File: src/rtl/irq_pkg.sv
package irq_pkg;
  typedef enum logic [1:0] {
    SEL_EN_MAIN = 2'd0,
    SEL_EN_EXT  = 2'd1,
    SEL_PR_MAIN = 2'd2,
    SEL_PR_EXT  = 2'd3
  } cfg_sel_e;
endpackage

File: src/rtl/irq_cfg_regs.sv
module irq_cfg_regs #(
  parameter int N_SRC = 8,
  parameter int DW    = 8
) (
  input  logic             clk,
  input  logic             rst,
  input  logic             we,
  input  logic [1:0]       sel,
  input  logic [DW-1:0]    wdata,
  output logic [N_SRC-1:0] src_en,
  output logic [N_SRC-1:0] src_hi,
  output logic             glob_en
);
  import irq_pkg::*;
  localparam int MAIN_SRC = DW - 1;
  localparam int EXT_SRC  = N_SRC - MAIN_SRC;

  logic [DW-1:0]       en_main_q;
  logic [EXT_SRC-1:0]  en_ext_q;
  logic [MAIN_SRC-1:0] pr_main_q;
  logic [EXT_SRC-1:0]  pr_ext_q;

  always_ff @(posedge clk) begin
    if (rst) begin
      en_main_q <= '0;
      en_ext_q  <= '0;
      pr_main_q <= '0;
      pr_ext_q  <= '0;
    end else if (we) begin
      case (cfg_sel_e'(sel))
        SEL_EN_MAIN: en_main_q <= wdata;
        SEL_EN_EXT:  en_ext_q  <= wdata[EXT_SRC-1:0];
        SEL_PR_MAIN: pr_main_q <= wdata[MAIN_SRC-1:0];
        default:     pr_ext_q  <= wdata[EXT_SRC-1:0];
      endcase
    end
  end

  assign src_en  = {en_ext_q, en_main_q[MAIN_SRC-1:0]};
  assign src_hi  = {pr_ext_q, pr_main_q};
  assign glob_en = en_main_q[DW-1];
endmodule

File: src/rtl/irq_first_pick.sv
module irq_first_pick #(
  parameter int N  = 8,
  localparam int IW = (N > 1) ? $clog2(N) : 1
) (
  input  logic [N-1:0]  req,
  output logic          any,
  output logic [IW-1:0] idx
);
  logic [N:0]   seen;
  logic [N-1:0] grant;

  assign seen[0] = 1'b0;
  for (genvar g = 0; g < N; g++) begin : g_chain
    assign seen[g+1] = seen[g] | req[g];
    assign grant[g]  = req[g] & ~seen[g];
  end

  always_comb begin
    idx = '0;
    for (int i = 0; i < N; i++) begin
      if (grant[i]) idx = idx | IW'(i);
    end
  end

  assign any = seen[N];
endmodule

File: src/rtl/irq_nest_track.sv
module irq_nest_track #(
  parameter int N_SRC = 8,
  localparam int IW = (N_SRC > 1) ? $clog2(N_SRC) : 1
) (
  input  logic          clk,
  input  logic          rst,
  input  logic          bnd,
  input  logic          reti,
  input  logic          hi_any,
  input  logic [IW-1:0] hi_idx,
  input  logic          lo_any,
  input  logic [IW-1:0] lo_idx,
  output logic          req_o,
  output logic [IW-1:0] vec_o,
  output logic          lvl_o,
  output logic          isr_hi_q,
  output logic          isr_lo_q
);
  logic take_hi, take_lo;

  assign take_hi = bnd & ~reti & hi_any & ~isr_hi_q;
  assign take_lo = bnd & ~reti & ~hi_any & lo_any & ~isr_lo_q & ~isr_hi_q;

  always_ff @(posedge clk) begin
    if (rst) begin
      req_o    <= 1'b0;
      vec_o    <= '0;
      lvl_o    <= 1'b0;
      isr_hi_q <= 1'b0;
      isr_lo_q <= 1'b0;
    end else begin
      req_o <= take_hi | take_lo;
      if (take_hi) begin
        vec_o <= hi_idx;
        lvl_o <= 1'b1;
      end else if (take_lo) begin
        vec_o <= lo_idx;
        lvl_o <= 1'b0;
      end
      if (reti) begin
        if (isr_hi_q) isr_hi_q <= 1'b0;
        else          isr_lo_q <= 1'b0;
      end
      if (take_hi) isr_hi_q <= 1'b1;
      if (take_lo) isr_lo_q <= 1'b1;
    end
  end

  AST_REQ_AT_BOUNDARY: assert property (@(posedge clk) disable iff (rst)
    req_o |-> $past(bnd) && !$past(reti));
  AST_HI_SERVICE_BLOCKS: assert property (@(posedge clk) disable iff (rst)
    isr_hi_q |=> !req_o);
  AST_TAKE_MARKS_LEVEL: assert property (@(posedge clk) disable iff (rst)
    req_o |-> (lvl_o ? isr_hi_q : isr_lo_q));
  AST_RETI_RETIRES_HI: assert property (@(posedge clk) disable iff (rst)
    reti && isr_hi_q |=> !isr_hi_q && $stable(isr_lo_q));
endmodule

File: src/rtl/irq_prio_ctrl.sv
module irq_prio_ctrl #(
  parameter int N_SRC = 8,
  parameter int DW    = 8,
  localparam int IW = (N_SRC > 1) ? $clog2(N_SRC) : 1
) (
  input  logic             clk,
  input  logic             rst,
  input  logic             cfg_we_i,
  input  logic [1:0]       cfg_sel_i,
  input  logic [DW-1:0]    cfg_wdata_i,
  input  logic [N_SRC-1:0] src_pend_i,
  input  logic             insn_bnd_i,
  input  logic             reti_i,
  output logic             irq_req_o,
  output logic [IW-1:0]    irq_vec_o,
  output logic             irq_hi_o,
  output logic             isr_hi_o,
  output logic             isr_lo_o
);
  logic [N_SRC-1:0] src_en, src_hi, live, hi_req, lo_req;
  logic             glob_en, hi_any, lo_any;
  logic [IW-1:0]    hi_idx, lo_idx;

  irq_cfg_regs #(.N_SRC(N_SRC), .DW(DW)) u_cfg (
    .clk(clk), .rst(rst), .we(cfg_we_i), .sel(cfg_sel_i), .wdata(cfg_wdata_i),
    .src_en(src_en), .src_hi(src_hi), .glob_en(glob_en)
  );

  assign live   = src_pend_i & src_en & {N_SRC{glob_en}};
  assign hi_req = live & src_hi;
  assign lo_req = live & ~src_hi;

  irq_first_pick #(.N(N_SRC)) u_pick_hi (.req(hi_req), .any(hi_any), .idx(hi_idx));
  irq_first_pick #(.N(N_SRC)) u_pick_lo (.req(lo_req), .any(lo_any), .idx(lo_idx));

  irq_nest_track #(.N_SRC(N_SRC)) u_nest (
    .clk(clk), .rst(rst), .bnd(insn_bnd_i), .reti(reti_i),
    .hi_any(hi_any), .hi_idx(hi_idx), .lo_any(lo_any), .lo_idx(lo_idx),
    .req_o(irq_req_o), .vec_o(irq_vec_o), .lvl_o(irq_hi_o),
    .isr_hi_q(isr_hi_o), .isr_lo_q(isr_lo_o)
  );

  AST_GLOBAL_OFF: assert property (@(posedge clk) disable iff (rst)
    !glob_en |=> !irq_req_o);
  AST_HI_FIRST: assert property (@(posedge clk) disable iff (rst)
    hi_any && !isr_hi_o && insn_bnd_i && !reti_i |=> irq_req_o && irq_hi_o);
endmodule

File: config.mk
export PLATFORM = sky130hd
export DESIGN_NAME = irq_prio_ctrl
export DESIGN_NICKNAME = d
export VERILOG_FILES = /design/src/rtl/irq_pkg.sv /design/src/rtl/irq_cfg_regs.sv /design/src/rtl/irq_first_pick.sv /design/src/rtl/irq_nest_track.sv /design/src/rtl/irq_prio_ctrl.sv
export SDC_FILE = /design/constraint.sdc
export NUM_CORES = 1
export LEC_CHECK = 0
export CELL_PAD_IN_SITES_DETAIL_PLACEMENT = 2
export CELL_PAD_IN_SITES_GLOBAL_PLACEMENT = 2
export CORE_MARGIN = 3
export CORE_UTILIZATION = 31
export CTS_CLUSTER_DIAMETER = 30
export DETAILED_ROUTE_END_ITERATION = 16
export PLACE_DENSITY = 0.85
export SLEW_MARGIN = 20
export SYNTH_ARGS = -nofsm -noshare
export SYNTH_HDL_FRONTEND = slang
export SYNTH_HIERARCHICAL = 1
export SYNTH_SLANG_ARGS = --single-unit
File: constraint.sdc
create_clock -name clk -period 2.4 [get_ports clk]
set_clock_uncertainty 0.05 [all_clocks]
set_input_delay 0.36 -clock clk [delete_from_list [all_inputs] [get_ports clk]]
set_output_delay 0.36 -clock clk [all_outputs]
set_load 0.005 [all_outputs]
==> qor.yml, run 1 <==
num_vias: 1232
start_util: 0.325
p_total_uw: 789
cts_buffers: 3
vias_per_cell: 5.36
slew_violations: 0
yosysSeqAreaShare: 0.335
dr.first_iter.drc_count: 35
min_from: "u_cfg/pr_main_q[0]$_SDFFE_PP0P_"
end_kind: "register"
nets: 202
portBuffers: 29
grt_max_degree: 19
post_cts_resize_count: 0
ff2ff_path_depth: 6
power_density_nw_per_um2: 434
layout_min_cycle_time_ns: 2.19
cts.sinks: 24
antenna_cells: 0
avgSynthCellArea_sq_um: 9.62
clk_latency_ns: 0.26
grt-ovfl-total: 0
yosysUniqueCellTypes: 35
layout_common_cells: "clkdlybuf4s50_1, nand2b_1, dfxtp_1"
dieWidth_um: 74.0
grt_antenna_before_repair: 0
worst_hold_path.num_cells: 2
leakagePower_nw: 0.719
slowest_stage: "dfxtp_1"
row_count: 24
vdd_drop_max_mv: 0.215
num_io_pins: 30
synth_seq_cells: 24
fmax_mhz: 457
worst_slew_pin_slew_ns: 0.602
utilization: 0.412
crit_chain: "and4b_2 -> nor4_1 -> nand2_1 -> nor2b_1 -> o21ai_2 -> mux2_1"
hold_path_class: "reg2reg"
synth-edff-count: 0
grt_pass1_vias: 1374
yosysWarnings: 6
crit_type: "reg2reg"
arrival_ns: 2.30
final_common_cell: "clkdlybuf4s50_1"
ys.flop_type: "dfxtp_1"
grt_use_total: 0.158
period_share: 0.911
finalSetupViolCount: 0
worst_ep_required_time_ns: 2.51
syn_to_final_growth_pct: 26.9
async_flop_share: 0
cts_root_buf: "clkbuf_8"
cp_slowest_stage_delay_ns: 0.47
synth_cells: 149
postRouteAntennaNets: 0
worst_setup_path_start_kind: "register"
htreeDepth: 1
ff2ff_setup_slack_ns: 0.21
maxSlewHeadroom: 0.597
hold_slack_ns: 0.442
syn_area_sq_um: 1430
status: "finished clean"
wirelength_um: 4100
grt_pass1_wl_um: 6610
coreArea_sq_um: 4410
die_area_sq_um: 5480
gp_congestion: 0.733
hold_viol: 0
cts_tree: "built"
drtPass1Iterations: 6
drv_cap: 0
r2r_end: "u_nest/vec_o[1]$_SDFFE_PP0P_"
path_buf_inv: 0
synth_nets: 172
hpwl_um: 3360
clockBufferDepth: 2
path_clk_slew_ns: 0.09
rsz0062_at_grt: "false"
postCtsSetupBuffers: 0
critPathMaxFanout: 17
cts_hold_buf: 0
drive_above_1_share: 0.169
die_h_um: 74.0
critical-path-top-delay-family: "simple AND/OR/NAND/NOR gates"
hold_end: "u_cfg/pr_main_q[0]$_SDFFE_PP0P_"
r2r_start: "u_cfg/en_main_q[7]$_SDFFE_PP0P_"
drc: 0
wl_per_cell_um: 17.8
-- where the power goes --
part	total, mW	leakage [nW]	internal (mW)	switching [mW]
clock	0.278	0.0288	0.146	0.131
combinational	0.0940	0.495	0.0573	0.0367
sequential	0.417	0.195	0.408	0.00913
total	0.789	0.719	0.612	0.177
-- worst max-delay path by stage --
stage,start,endpoint,slack (ns),depth (start not counted)
after floorplan,u_cfg/en_main_q[7]$_SDFFE_PP0P_,u_nest/vec_o[0]$_SDFFE_PP0P_,0.48,7
after global placement,src_pend_i[4],u_nest/vec_o[1]$_SDFFE_PP0P_,0.04,7
after detailed placement,src_pend_i[5],u_nest/vec_o[2]$_SDFFE_PP0P_,-0.07,8
after CTS,u_cfg/en_main_q[7]$_SDFFE_PP0P_,u_nest/vec_o[1]$_SDFFE_PP0P_,0.19,6
after global routing,u_cfg/en_main_q[7]$_SDFFE_PP0P_,u_nest/vec_o[2]$_SDFFE_PP0P_,0.05,7
final,u_cfg/en_main_q[7]$_SDFFE_PP0P_,u_nest/vec_o[1]$_SDFFE_PP0P_,0.21,6
-- flip-flops by register name (all words and copies together) (netlist names) --
signal / count
u_nest/lvl_o: 1
u_cfg/pr_main_q: 7
u_nest/isr_hi_q: 1
u_nest/vec_o: 3
u_cfg/pr_ext_q: 1
u_cfg/en_main_q: 8
u_nest/req_o: 1
u_cfg/en_ext_q: 1
u_nest/isr_lo_q: 1
-- layout make-up --
cell class	instances	area, sq um
Inverter	6	22.5
Sequential cell	24	480
Tap cell	52	65.1
Multi-Input combinational cell	111	876
Timing Repair Buffer	33	320
Clock buffer	4	55.1
Fill cell	480	2590
-- tightest hold or removal path, delay by kind of cell, from the launching register on --
kind / cells / cell delay (ns)
muxes: 1 / 0.06
and+or+nand+nor: 1 / 0.07
DFF: 1 / 0.32
-- synth_stat cells, types with 2 or more instances --
master    number  share of area
and4b_1        2          0.014
and4b_2        6          0.047
o41ai_1        2          0.012
and4_2         6          0.042
nand2_1        4          0.010
clkbuf_1       2         0.0052
nand2b_1      26           0.11
buf_6          2          0.016
a21oi_1        6          0.021
nor3b_1        2          0.010
nor4_1         2         0.0087
nor4_2         2          0.017
buf_2          2         0.0070
buf_4          2          0.010
inv_1          6          0.016
a211oi_1       2          0.010
o21ai_0        2         0.0070
mux2_1         2          0.016
nand3b_1       2          0.010
and4_1         2          0.012
nor2_1         7          0.018
nor2b_1        5          0.022
mux2i_1       20           0.14
dfxtp_1       24           0.34
-- layer usage --
metal | vias up | routed length, um | global-route usage
li1 | 596 | - | -
met5 | - | 0 | 0
met3 | 2 | 167 | 0.0230
met1 | 603 | 1650 | 0.175
met4 | 0 | 20 | 0.0302
met2 | 31 | 2260 | 0.315
-- metrics by stage --
stage	area, sq um	worst slack [ns]	cells	TNS, ns
global route	1820	0.0454	230	0
detailed placement	1760	-0.0745	226	-0.292
CTS	1820	0.191	230	0
global placement	1760	0.0426	226	0
floorplan	1430	0.485	149	0
finish	1820	0.213	230	0
-- kinds of logic (layout without fill, tap and decap cells) --
family / count (synthesis) / count (layout) / synth area share
compound gates: 15 / 15 / 0.0707
buf+inv: 14 / 43 / 0.0541
flops: 24 / 24 / 0.335
mux: 23 / 23 / 0.163
simple gates: 73 / 73 / 0.377
Power figures use the tool's default switching activity.
==> run 2, diff against run 1 <==
==> constraint.sdc (replaced) <==
create_clock -name clk -period 2.4 [get_ports clk]
set_clock_uncertainty 0.05 [all_clocks]
set_input_delay 0.6 -clock clk [delete_from_list [all_inputs] [get_ports clk]]
set_output_delay 0.6 -clock clk [all_outputs]
set_load 0.005 [all_outputs]
==> run 2 against run 1 <==
  * Worst hold slack worse by 0.015 ns
  * Final cell count up 5.2%
  * Largest power group unchanged
  * Wire length grew 3.3%
  * Combinational power increased by 2%
  * Critical path depth grew 1
  * Flip-flop and latch count is the same
  * Die area unchanged
  * Sequential power hardly changed
  * Design area rose by 7.8%
  * Global-route usage up 1.1 points
==> qor.yml, run 2 (synthesized netlist as in run 1, its figures left out) <==
vias_per_cell: 5.17  # -3.5%
hpwl_um: 3350  # -0.12%
postRouteAntennaNets: 0  # unchanged
die_h_um: 74.0  # unchanged
wirelength_um: 4240  # +3.3%
vdd_drop_max_mv: 0.220  # +1.9%
maxSlewHeadroom: 0.678  # +0.0803
cts_buffers: 3  # unchanged
end_kind: "register"
slew_violations: 0  # unchanged
grt_pass1_wl_um: 7090  # +7.3%
postCtsSetupBuffers: 0  # unchanged
num_vias: 1251  # +1.5%
r2r_end: "u_nest/vec_o[1]$_SDFFE_PP0P_"
finalSetupViolCount: 0  # unchanged
grt_use_total: 0.169  # +0.0106
startpoint: "src_pend_i[4]"
grt_max_degree: 34  # +15
dr.first_iter.drc_count: 49  # +40%
leakagePower_nw: 0.805  # +12%
fill_cells: 465  # -3.1%
start_util: 0.325  # unchanged
layout_common_cells: "clkdlybuf4s50_1, nand2b_1, dfxtp_1"
grt_pass1_vias: 1426  # +3.8%
drv_cap: 0  # unchanged
dp_slack_ns: -0.273  # -0.198 ns
clockBufferDepth: 2  # unchanged
hold_viol: 0  # unchanged
portBuffers: 29  # unchanged
worst_hold_path.num_cells: 2  # unchanged
cts_tree: "built"
die_area_sq_um: 5480  # unchanged
largest_reg_flops: 8  # unchanged
cts_root_buf: "clkbuf_8"
hold_slack_ns: 0.427  # -0.0147 ns
power_density_nw_per_um2: 447  # +3.1%
drc: 0  # unchanged
min_from: "u_nest/vec_o[2]$_SDFFE_PP0P_"
path_clk_slew_ns: 0.10  # about the same
htreeDepth: 1  # unchanged
layout_min_cycle_time_ns: 2.35  # +0.167 ns
critPathMaxFanout: 3  # -14
worst_slew_pin_slew_ns: 0.483  # -0.119 ns
num_io_pins: 30  # unchanged
finalInstanceArea_sq_um: 1960  # +7.8%
r2r_start: "u_cfg/en_main_q[7]$_SDFFE_PP0P_"
finalSetupTns_ns: 0  # unchanged
drtPass1Iterations: 3  # -3
ff2ff_setup_slack_ns: 0.20  # about the same
ff2ff_path_depth: 6  # unchanged
hold_path_class: "reg2reg"
gp_congestion: 0.746  # +1.7%
cts.sinks: 24  # unchanged
worst_ep_required_time_ns: 2.52  # about the same
syn_to_final_growth_pct: 36.8
worst_setup_path_start_kind: "input pin"
cts_hold_buf: 0  # unchanged
largest_registers: "u_cfg/en_main_q (8), u_cfg/pr_main_q (7), u_nest/vec_o (3)"
coreArea_sq_um: 4410  # unchanged
postPlaceCellArea_sq_um: 1870  # +5.8%
drive_above_1_share: 0.237  # +0.0683
seqCellArea_sq_um: 480  # unchanged
multi_input_area_sq_um: 900  # +2.7%
arrival_ns: 2.47  # +0.17 ns
antenna_cells: 0  # unchanged
grt_antenna_before_repair: 0  # unchanged
period_share: 0.981  # +0.0694
clk_latency_ns: 0.27  # about the same
row_count: 24  # unchanged
wl_per_cell_um: 17.5  # -1.8%
status: "finished clean"
grt-ovfl-total: 0  # unchanged
final_common_cell: "clkdlybuf4s50_1"
setup_slack_ns: 0.0460  # -0.167 ns
crit_type: "in2reg"
top_register: "u_cfg/en_main_q"
fmax_mhz: 425  # -7.1%
dieWidth_um: 74.0  # unchanged
nets: 214  # +5.9%
endpoint: "u_nest/vec_o[1]$_SDFFE_PP0P_"
==> run 2: worst min path at each step <==
stage | end | slack (ns)
floorplan | u_cfg/pr_ext_q$_SDFFE_PP0P_ | 0.40
global placement | u_nest/vec_o[2]$_SDFFE_PP0P_ | 0.40
detailed placement | u_nest/vec_o[2]$_SDFFE_PP0P_ | 0.42
CTS | u_nest/vec_o[2]$_SDFFE_PP0P_ | 0.44
global route | u_nest/vec_o[2]$_SDFFE_PP0P_ | 0.45
finish | u_nest/vec_o[2]$_SDFFE_PP0P_ | 0.43
==> run 2: layout make-up <==
class / count / area share
sequential: 24 / 0.245
multi-input combinational: 111 / 0.459
inverter: 6 / 0.0115
tap: 52 / 0.0332
clock inverter: 1 / 0.0153
clock buffer: 3 / 0.0210
timing repair buffer: 45 / 0.216
==> run 2: worst max-delay path, stage by stage <==
cell	delay, ns
clkdlybuf4s50_1	0.41
and4b_2	0.23
nor4_2	0.37
nand2_1	0.14
nor2b_1	0.18
o21ai_2	0.20
mux2_1	0.34
==> run 2: routing by layer <==
metal / track usage / vias to the layer above / routed length [um]
li1: - / 617 / -
met1: 0.191 / 609 / 1730
met2: 0.325 / 23 / 2350
met3: 0.0297 / 2 / 140
met4: 0.0362 / 0 / 21
met5: 0 / - / 0
==> run 2: stage by stage <==
step / utilization / power, mW / cells
floorplan: - / 0.465 / 149
global placement: 0.423 / 0.515 / 238
detailed placement: 0.423 / 0.523 / 238
CTS: 0.440 / 0.890 / 242
global route: 0.444 / 0.921 / 242
finish: 0.444 / 0.877 / 242
==> run 2: timing repair <==
action,4_1_cts,5_1_grt
pin swaps,0,0
resized for setup,1,3
setup endpoints to repair,4,4
cloned,0,0
==> run 2: where the power goes <==
group	internal [mW]	leakage, nW	switching (mW)
sequential	0.408	0.195	0.00910
combinational	0.0588	0.575	0.0368
clock	0.223	0.0357	0.141
==> run 3, diff against run 2 <==
--- a/config.mk
+++ b/config.mk
@@ -11,6 +11,7 @@
 export CORE_UTILIZATION = 31
 export CTS_CLUSTER_DIAMETER = 30
 export DETAILED_ROUTE_END_ITERATION = 16
+export HOLD_SLACK_MARGIN = 0.06
 export PLACE_DENSITY = 0.85
 export SLEW_MARGIN = 20
 export SYNTH_ARGS = -nofsm -noshare
==> results of run 3 <==
The final DEF is identical to that of run 2; final timing and power are the same.
